**src/rtl/iso_pkg.sv**
```systemverilog
package iso_pkg;

  typedef enum logic [1:0] {
    RG_SYSFLASH = 2'd0,
    RG_USERFLASH = 2'd1,
    RG_OPTAREA = 2'd2,
    RG_EXTSECT = 2'd3
  } iso_region_e;

  typedef enum logic [1:0] {
    AC_READ = 2'd0,
    AC_WRITE = 2'd1,
    AC_EXEC = 2'd2,
    AC_RSVD = 2'd3
  } iso_access_e;

  localparam logic OP_RAISE = 1'b0;
  localparam logic OP_SET = 1'b1;

  localparam int NUM_REGIONS = 4;

  // Level at which a region becomes closed; -1 means never closes.
  function automatic int close_level(input int region);
    case (region)
      0: close_level = 1;
      1: close_level = -1;
      2: close_level = 2;
      default: close_level = 3;
    endcase
  endfunction

endpackage

```
**src/rtl/iso_cmd_decode.sv**
```systemverilog
module iso_cmd_decode #(
  parameter int LEVEL_W = 2,
  parameter int KEY_W = 8,
  parameter logic [KEY_W-1:0] KEY = 8'hA5
) (
  input  logic               fire,
  input  logic               op,
  input  logic [KEY_W-1:0]   key,
  input  logic [LEVEL_W-1:0] target,
  input  logic [LEVEL_W-1:0] level,
  output logic               upd,
  output logic [LEVEL_W-1:0] nxt_level,
  output logic               viol_set
);
  import iso_pkg::*;

  localparam logic [LEVEL_W-1:0] MAX_LEVEL = {LEVEL_W{1'b1}};

  logic key_ok;
  assign key_ok = (key == KEY);

  always_comb begin
    upd = 1'b0;
    viol_set = 1'b0;
    nxt_level = level;
    if (fire) begin
      if (!key_ok) begin
        viol_set = 1'b1;
      end else if (op == OP_RAISE) begin
        if (level == MAX_LEVEL) begin
          viol_set = 1'b1;
        end else begin
          upd = 1'b1;
          nxt_level = level + 1'b1;
        end
      end else begin
        if (target < level) begin
          viol_set = 1'b1;
        end else if (target != level) begin
          upd = 1'b1;
          nxt_level = target;
        end
      end
    end
  end

  // any update the decoder requests moves the level strictly upward
  always_comb begin
    if (upd) begin
      p_upward_only_r7 : assert (nxt_level > level);
    end
  end

endmodule

```
**src/rtl/iso_level_reg.sv**
```systemverilog
module iso_level_reg #(
  parameter int LEVEL_W = 2
) (
  input  logic               clk,
  input  logic               rst_n,
  input  logic               upd,
  input  logic [LEVEL_W-1:0] nxt_level,
  input  logic               viol_set,
  output logic [LEVEL_W-1:0] level,
  output logic               viol
);

  always_ff @(posedge clk or negedge rst_n) begin
    if (!rst_n) begin
      level <= '0;
      viol <= 1'b0;
    end else begin
      if (upd) level <= nxt_level;
      if (viol_set) viol <= 1'b1;
    end
  end

  p_no_decrease_r7 : assert property (@(posedge clk) disable iff (!rst_n)
    level >= $past(level));

  p_sticky_r6 : assert property (@(posedge clk) disable iff (!rst_n)
    $past(viol) |-> viol);

  p_hold_without_upd_r3 : assert property (@(posedge clk) disable iff (!rst_n)
    !$past(upd) |-> level == $past(level));

endmodule

```
**src/rtl/iso_access_check.sv**
```systemverilog
module iso_access_check #(
  parameter int LEVEL_W = 2
) (
  input  logic [LEVEL_W-1:0] level,
  input  logic [1:0]         region,
  input  logic [1:0]         acc_type,
  output logic               allow
);
  import iso_pkg::*;

  logic [NUM_REGIONS-1:0] region_open;

  for (genvar r = 0; r < NUM_REGIONS; r++) begin : g_region
    localparam int CLOSE_AT = close_level(r);
    if (CLOSE_AT < 0) begin : g_always_open
      assign region_open[r] = 1'b1;
    end else begin : g_closes
      assign region_open[r] = (int'(level) < CLOSE_AT);
    end
  end

  logic sys_write;
  assign sys_write = (region == RG_SYSFLASH) && (acc_type == AC_WRITE);

  assign allow = (acc_type != AC_RSVD) && region_open[region] && !sys_write;

endmodule

```
**src/rtl/iso_level_ctrl.sv**
```systemverilog
module iso_level_ctrl #(
  parameter int LEVEL_W = 2,
  parameter int KEY_W = 8,
  parameter logic [KEY_W-1:0] KEY = 8'hA5
) (
  input  logic               clk,
  input  logic               por_n,
  input  logic               sys_rst_n,
  input  logic               cmd_valid,
  output logic               cmd_ready,
  input  logic               cmd_op,
  input  logic [KEY_W-1:0]   cmd_key,
  input  logic [LEVEL_W-1:0] cmd_level,
  output logic [LEVEL_W-1:0] cur_level,
  output logic               violation,
  input  logic [1:0]         chk_region,
  input  logic [1:0]         chk_type,
  output logic               chk_allow
);
  import iso_pkg::*;

  localparam logic [LEVEL_W-1:0] MAX_LEVEL = {LEVEL_W{1'b1}};

  logic rst_n;
  logic fire;
  logic upd;
  logic viol_set;
  logic [LEVEL_W-1:0] nxt_level;

  assign rst_n = por_n & sys_rst_n;
  assign cmd_ready = rst_n;
  assign fire = cmd_valid & cmd_ready;

  iso_cmd_decode #(.LEVEL_W(LEVEL_W), .KEY_W(KEY_W), .KEY(KEY)) u_dec (
    .fire(fire), .op(cmd_op), .key(cmd_key), .target(cmd_level),
    .level(cur_level), .upd(upd), .nxt_level(nxt_level), .viol_set(viol_set)
  );

  iso_level_reg #(.LEVEL_W(LEVEL_W)) u_reg (
    .clk(clk), .rst_n(rst_n), .upd(upd), .nxt_level(nxt_level),
    .viol_set(viol_set), .level(cur_level), .viol(violation)
  );

  iso_access_check #(.LEVEL_W(LEVEL_W)) u_chk (
    .level(cur_level), .region(chk_region), .acc_type(chk_type),
    .allow(chk_allow)
  );

  p_bad_key_r3 : assert property (@(posedge clk) disable iff (!rst_n)
    (cmd_valid && cmd_key != KEY) |=> violation && $stable(cur_level));

  p_saturate_r4 : assert property (@(posedge clk) disable iff (!rst_n)
    (cmd_valid && cmd_key == KEY && cmd_op == OP_RAISE && cur_level == MAX_LEVEL)
      |=> cur_level == MAX_LEVEL && violation);

  p_no_lower_r5 : assert property (@(posedge clk) disable iff (!rst_n)
    (cmd_valid && cmd_op == OP_SET && cmd_level < cur_level)
      |=> $stable(cur_level) && violation);

  p_raise_step_r2 : assert property (@(posedge clk) disable iff (!rst_n)
    (cmd_valid && cmd_key == KEY && cmd_op == OP_RAISE && cur_level != MAX_LEVEL)
      |=> cur_level == $past(cur_level) + 1'b1);

  p_sys_closed_r8 : assert property (@(posedge clk) disable iff (!rst_n)
    (cur_level != '0 && chk_region == RG_SYSFLASH) |-> !chk_allow);

  p_opt_closed_r10 : assert property (@(posedge clk) disable iff (!rst_n)
    (int'(cur_level) >= 2 && chk_region == RG_OPTAREA) |-> !chk_allow);

  p_rsvd_deny_r12 : assert property (@(posedge clk) disable iff (!rst_n)
    (chk_type == AC_RSVD) |-> !chk_allow);

endmodule

```
**config.mk**
```make
export PLATFORM = sky130hd
export DESIGN_NAME = iso_level_ctrl
export DESIGN_NICKNAME = d
export VERILOG_FILES = /design/src/rtl/iso_pkg.sv /design/src/rtl/iso_cmd_decode.sv /design/src/rtl/iso_level_reg.sv /design/src/rtl/iso_access_check.sv /design/src/rtl/iso_level_ctrl.sv
export SDC_FILE = /design/constraint.sdc
export NUM_CORES = 1
export LEC_CHECK = 0
export CAP_MARGIN = 20
export CELL_PAD_IN_SITES_DETAIL_PLACEMENT = 0
export CELL_PAD_IN_SITES_GLOBAL_PLACEMENT = 1
export CORE_AREA = 2 2 39 41
export DETAILED_ROUTE_END_ITERATION = 10
export DIE_AREA = 0 0 41 43
export DONT_BUFFER_PORTS = 1
export PLACE_DENSITY_LB_ADDON = 0.15
export SLEW_MARGIN = 40
export SYNTH_ARGS = -nofsm -noshare
export SYNTH_HDL_FRONTEND = slang
export SYNTH_SLANG_ARGS = --single-unit
```
**constraint.sdc**
```tcl
create_clock -name clk -period 3.9 [get_ports clk]
set_clock_uncertainty 0.15 [all_clocks]
set_input_delay 0.195 -clock clk [delete_from_list [all_inputs] [get_ports clk]]
set_output_delay 0.195 -clock clk [all_outputs]
set_load 0.01 [all_outputs]
```
Word-level counts from Yosys, hierarchy flattened:

Cells that the tools add are included.
W data, S select, Z words.

* shifts and indexed selects: 0
* muxes and demuxes: 17
* magnitude comparators: 5
* reductions and logical operators: 6
* add/sub/neg operators: 1
* equality and inequality tests: 8
* multiply operators: 0
* div/mod/pow operators: 0
* bitwise gates (word level): 2

Operators by type and width (number)
* $mux W1: 12
* $eq A8 B8 Y1 const B: 1
* $mux W2: 4
* $ne A2 B2 Y1 const B: 3
* $reduce_and A6 Y1: 1
* $lt A2 B2 Y1 const B: 2
* $logic_and A1 B1 Y1: 3
* $lt A2 B3 Y1 const B: 1
* $add A2 B1 Y2 const B: 1
* $and A1 B1 Y1: 2
* $bmux W1 S2: 1
* $eq A2 B1 Y1 const B: 1
* $eq A2 B2 Y1 const B: 1
* $logic_not A2 Y1: 1
* $lt A2 B1 Y1 const B: 1
* $lt A2 B2 Y1: 1
* $ne A2 B1 Y1 const B: 1
* $ne A2 B2 Y1: 1
* $logic_not A1 Y1: 1

* bits in latches: 0
* memory bits (read-only): 0
* memory bits (writable): 0
* memories: 0
* bits in registers: 3
* output and inout port bits: 5

Logic depth before layout (Yosys ltp):

* depth after elaboration: 7
* mapped depth: 6
* gate-level depth less buffers: 6

Modules after synthesis:

From an unflattened synthesis, not the netlist that was laid out.

* cells, all modules: 37
* area total of the unflattened synthesis: 336.6 sq um

Modules (own cells, without submodules)
* iso_cmd_decode: cells each 25, instances 1, sequential area each 0.0 sq um, area an instance 180.2 sq um
* iso_level_reg: cells each 6, instances 1, sequential area each 75.1 sq um, area an instance 103.8 sq um
* iso_access_check: cells each 4, instances 1, sequential area each 0.0 sq um, area an instance 40.0 sq um
* iso_level_ctrl: cells each 2, instances 1, sequential area each 0.0 sq um, area an instance 12.5 sq um

Worst setup path after synthesis:

Ideal clock, no wire load.

* path kind: register to register
* from: reg u_reg.level[1]
* to: reg u_reg.level[0]
* data required time: 3.621 ns
* arrival: 1.440 ns
* stages on the path, launching flop included: 7
* path buffers: 0
* path slack: 2.181 ns
* cell sequence: dfrtp_1 -> inv_1 -> ha_1 -> nor2b_1 -> o211ai_1 -> a2111oi_2 -> o2bb2ai_1

* cells in the longest elaborated chain, start to end: 7

RTL lines
* start, declared: RTL line iso_level_reg.sv:9 `output logic [LEVEL_W-1:0] level,`
* start signal, assigned: RTL line iso_level_reg.sv:18 `if (upd) level <= nxt_level;`
* $ne A2 B2 Y1: RTL line iso_cmd_decode.sv:39 `end else if (target != level) begin`
* $mux W1: RTL line iso_cmd_decode.sv:39
* $mux W1: RTL line iso_cmd_decode.sv:37 `if (target < level) begin`
* $mux W1: RTL line iso_cmd_decode.sv:29 `end else if (op == OP_RAISE) begin`
* $mux W1: RTL line iso_cmd_decode.sv:27 `if (!key_ok) begin`
* $mux W1: RTL line iso_cmd_decode.sv:26 `if (fire) begin`
* $reduce_and A6 Y1 (no source line) *

Every way passes the cells marked *; elsewhere a longest branch is shown, timed or not.
A chain may end at the register's enable or synchronous reset.

Final worst setup path:

Same ends and word-level chain as after synthesis.

==> flow_summary.yaml <==
cts:
  cts_buffer_depth: 2
  cts_hold_buf: 2
  clk_pin_slew_worst_paths_ps: 40
  clock-sinks: 3
  htree_num_levels: 1
  clk_latency_ps: 230
  tritoncts: "yes"
  cts_resized: 0
  cts_buffers: 3
  cts_setup_buffers: 0
  cts_root_buf: "clkbuf_4"
sta:
  finalHoldViolCount: 0
  fin_setup_tns_ps: 0
  rsz0062_at_grt: "no"
  final-setup-viol-count: 0
  finalCritPeriodShare: 0.488
  fmax_mhz: 525
  min_period_ps: 1900
  drv_slew: 0
  tightest_slew_ps: 300
  relSlewSlack: 0.799
drt:
  drtPass1Iterations: 3
  route.detailed.drc: 0
  vias: 289
  dr.first_iter.drc_count: 1
  totalWireLength_um: 757
  antenna_left: 0
  avgViaCountPerCell: 5.07
  post_drt_wl_per_cell_um: 13.3
synth:
  synthCells: 35
  yosys_warnings: 0
  synth_cell_types: 22
  post_synth.cell_area_avg_um2: 9.26
  yosysSeqAreaShare: 0.232
  syn_nets: 58
  syn_area_um2: 324
  ys_ff_latch: 3
global_routing:
  grt_pass1_wl_um: 1150
  grt_start_max_net_pins: 7
  grt_overflow: 0
  grt_pass1_vias: 301
  grtUsageTotal: 0.0977
  antenna_found_initial: 0
power_and_ir_drop:
  ir_worst_vdd_uv: 124
  power_leakage_nw: 0.164
  p_sw_mw: 0.0193
  comb_power_share: 0.119
  p_int_mw: 0.0755
  p_sw_frac: 0.203
  pwr-share-seq: 0.333
  pwr_density_cell_nw_per_um2: 243
  power_frac_clock: 0.548
worst_setup_path:
  worstPathMaxFanout: 4
  crit_path_end_kind: "flop"
  timing.rr.end: "u_reg.level[0]$_DFFE_PP0P_"
  cp.arrival_ps: 1850
  crit_path_start_kind: "flop"
  r2r_start: "u_reg.level[1]$_DFFE_PP0P_"
  path_class: "reg -> reg"
  reg2reg_depth: 6
  ff2ff_setup_slack_ps: 2000
  required_ps: 3850
placed_design:
  dp.final_hpwl_um: 680
  placed_area_um2: 344
  gp_congestion: 0.712
  io_buffers: 0
die:
  pin_count: 24
  dieHeight_um: 43
  dieArea_um2: 1760
  initial_core_util: 0.234
  core_region_area_um2: 1380
  placementRows: 14
  fp.dieW_um: 41
finish:
  fin_area_um2: 390
  drive_gt1_frac: 0.244
  num_antenna_cells: 0
  area_delta_synth_final_pct: 20.5
  fin_nets: 65
min_path:
  hold_path_depth: 2
  hold_path_class: "in -> reg"
  min-delay-start: "cmd_op"
  hold_path_end: "u_reg.level[0]$_DFFE_PP0P_"
status:
  status: "finished clean"
flow_run:
  drv_cap: 0
final cells by class:
type                       instances  area, µm²
clock buffer                       4       26.3
fill                             154        993
inverter                           3       11.3
multi-input combinational         29        238
sequential                         3       75.1
tap                               16       20.0
timing repair buffer               2       20.0
sequential cells by signal, summed over array words and instances, names as in the netlist:
signal and cells:
u_reg.level 2, u_reg.viol 1
cell usage after synthesis (all sizes together):
library cell / count / area share
o21a: 1 / 0.023
nor2: 1 / 0.012
o2bb2ai: 1 / 0.027
dfrtp: 3 / 0.23
and2: 2 / 0.042
mux2i: 2 / 0.062
a2111oi: 1 / 0.046
inv: 3 / 0.035
a211oi: 1 / 0.039
o211ai: 1 / 0.023
a21oi: 3 / 0.046
o21ai: 1 / 0.015
nand2: 4 / 0.054
or2: 1 / 0.027
nor2b: 1 / 0.019
nand2b: 1 / 0.019
a22oi: 1 / 0.023
and4bb: 2 / 0.077
ha: 4 / 0.15
o21bai: 1 / 0.023
cell families after synthesis:
group | after synthesis | share of synthesized area
AOI/OAI and AO/OA | 11 | 0.266
adders and majority gates | 4 | 0.154
buffers and inverters | 3 | 0.0347
DFF | 3 | 0.232
muxes | 2 | 0.0618
and+or+nand+nor | 12 | 0.251
worst max-delay path: stages, from the launching register on:
cell and delay [ps]:
dfrtp_1 430, inv_1 110, ha_1 300, nor2b_1 180
o211ai_1 160, a2111oi_2 320, o2bb2ai_1 120
power by group through the flow:
stage          Sequential (mW)  Clock (mW)  Combinational, mW
2_1_floorplan           0.0319           0            0.00854
3_3_place_gp            0.0319           0            0.00952
3_5_place_dp            0.0319           0            0.00991
4_1_cts                 0.0316      0.0548             0.0115
5_1_grt                 0.0316      0.0570             0.0128
6_report                0.0316      0.0520             0.0113
through the flow:
stage / util / cells / setup WS (ps) / hold slack, ps / total power [mW]
2_1_floorplan: - / 35 / 2180 / -83.2 / 0.0404
3_3_place_gp: 0.249 / 51 / 2020 / -61.7 / 0.0415
3_5_place_dp: 0.249 / 51 / 1970 / -61.5 / 0.0419
4_1_cts: 0.282 / 57 / 1960 / 40.4 / 0.0979
5_1_grt: 0.282 / 57 / 1860 / 51.7 / 0.101
6_report: 0.282 / 57 / 2000 / 38.5 / 0.0948
cell usage in the layout (no fill, tap or decap):
| cell type | count |
|---|---|
| dfrtp_1 | 3 |
| nor2_1 | 1 |
| o2bb2ai_1 | 1 |
| o21bai_1 | 1 |
| and4bb_2 | 2 |
| and2_2 | 1 |
| o211ai_1 | 1 |
| nor2b_1 | 1 |
| or2_4 | 1 |
| nand2_1 | 3 |
| a211oi_2 | 1 |
| and2_1 | 1 |
| mux2i_1 | 2 |
| ha_1 | 4 |
| o21a_1 | 1 |
| a22oi_1 | 1 |
| a21oi_1 | 3 |
| clkbuf_4 | 3 |
| clkbuf_1 | 1 |
| nand2_2 | 1 |
| a2111oi_2 | 1 |
| inv_1 | 3 |
| o21ai_0 | 1 |
| nand2b_1 | 1 |
| dlygate4sd3_1 | 2 |
how the worst max path moves through the flow:
stage                            endpoint  slack (ps)  depth (start not counted)                  startpoint
6_report       u_reg.level[0]$_DFFE_PP0P_        2000                          6  u_reg.level[1]$_DFFE_PP0P_
2_1_floorplan  u_reg.level[0]$_DFFE_PP0P_        2180                          6  u_reg.level[1]$_DFFE_PP0P_
3_3_place_gp   u_reg.level[0]$_DFFE_PP0P_        2020                          6  u_reg.level[1]$_DFFE_PP0P_
4_1_cts        u_reg.level[0]$_DFFE_PP0P_        1960                          6  u_reg.level[1]$_DFFE_PP0P_
5_1_grt        u_reg.level[0]$_DFFE_PP0P_        1860                          6  u_reg.level[1]$_DFFE_PP0P_
3_5_place_dp   u_reg.level[0]$_DFFE_PP0P_        1970                          6  u_reg.level[1]$_DFFE_PP0P_
metal layers:
metal,up-vias,share of wire,global-route usage
met5,-,0,0
met4,0,0.011,0.0800
met3,2,0.11,0.0314
met2,17,0.51,0.153
met1,129,0.36,0.0974
li1,141,-,-
(Power assumes the default switching activity.)
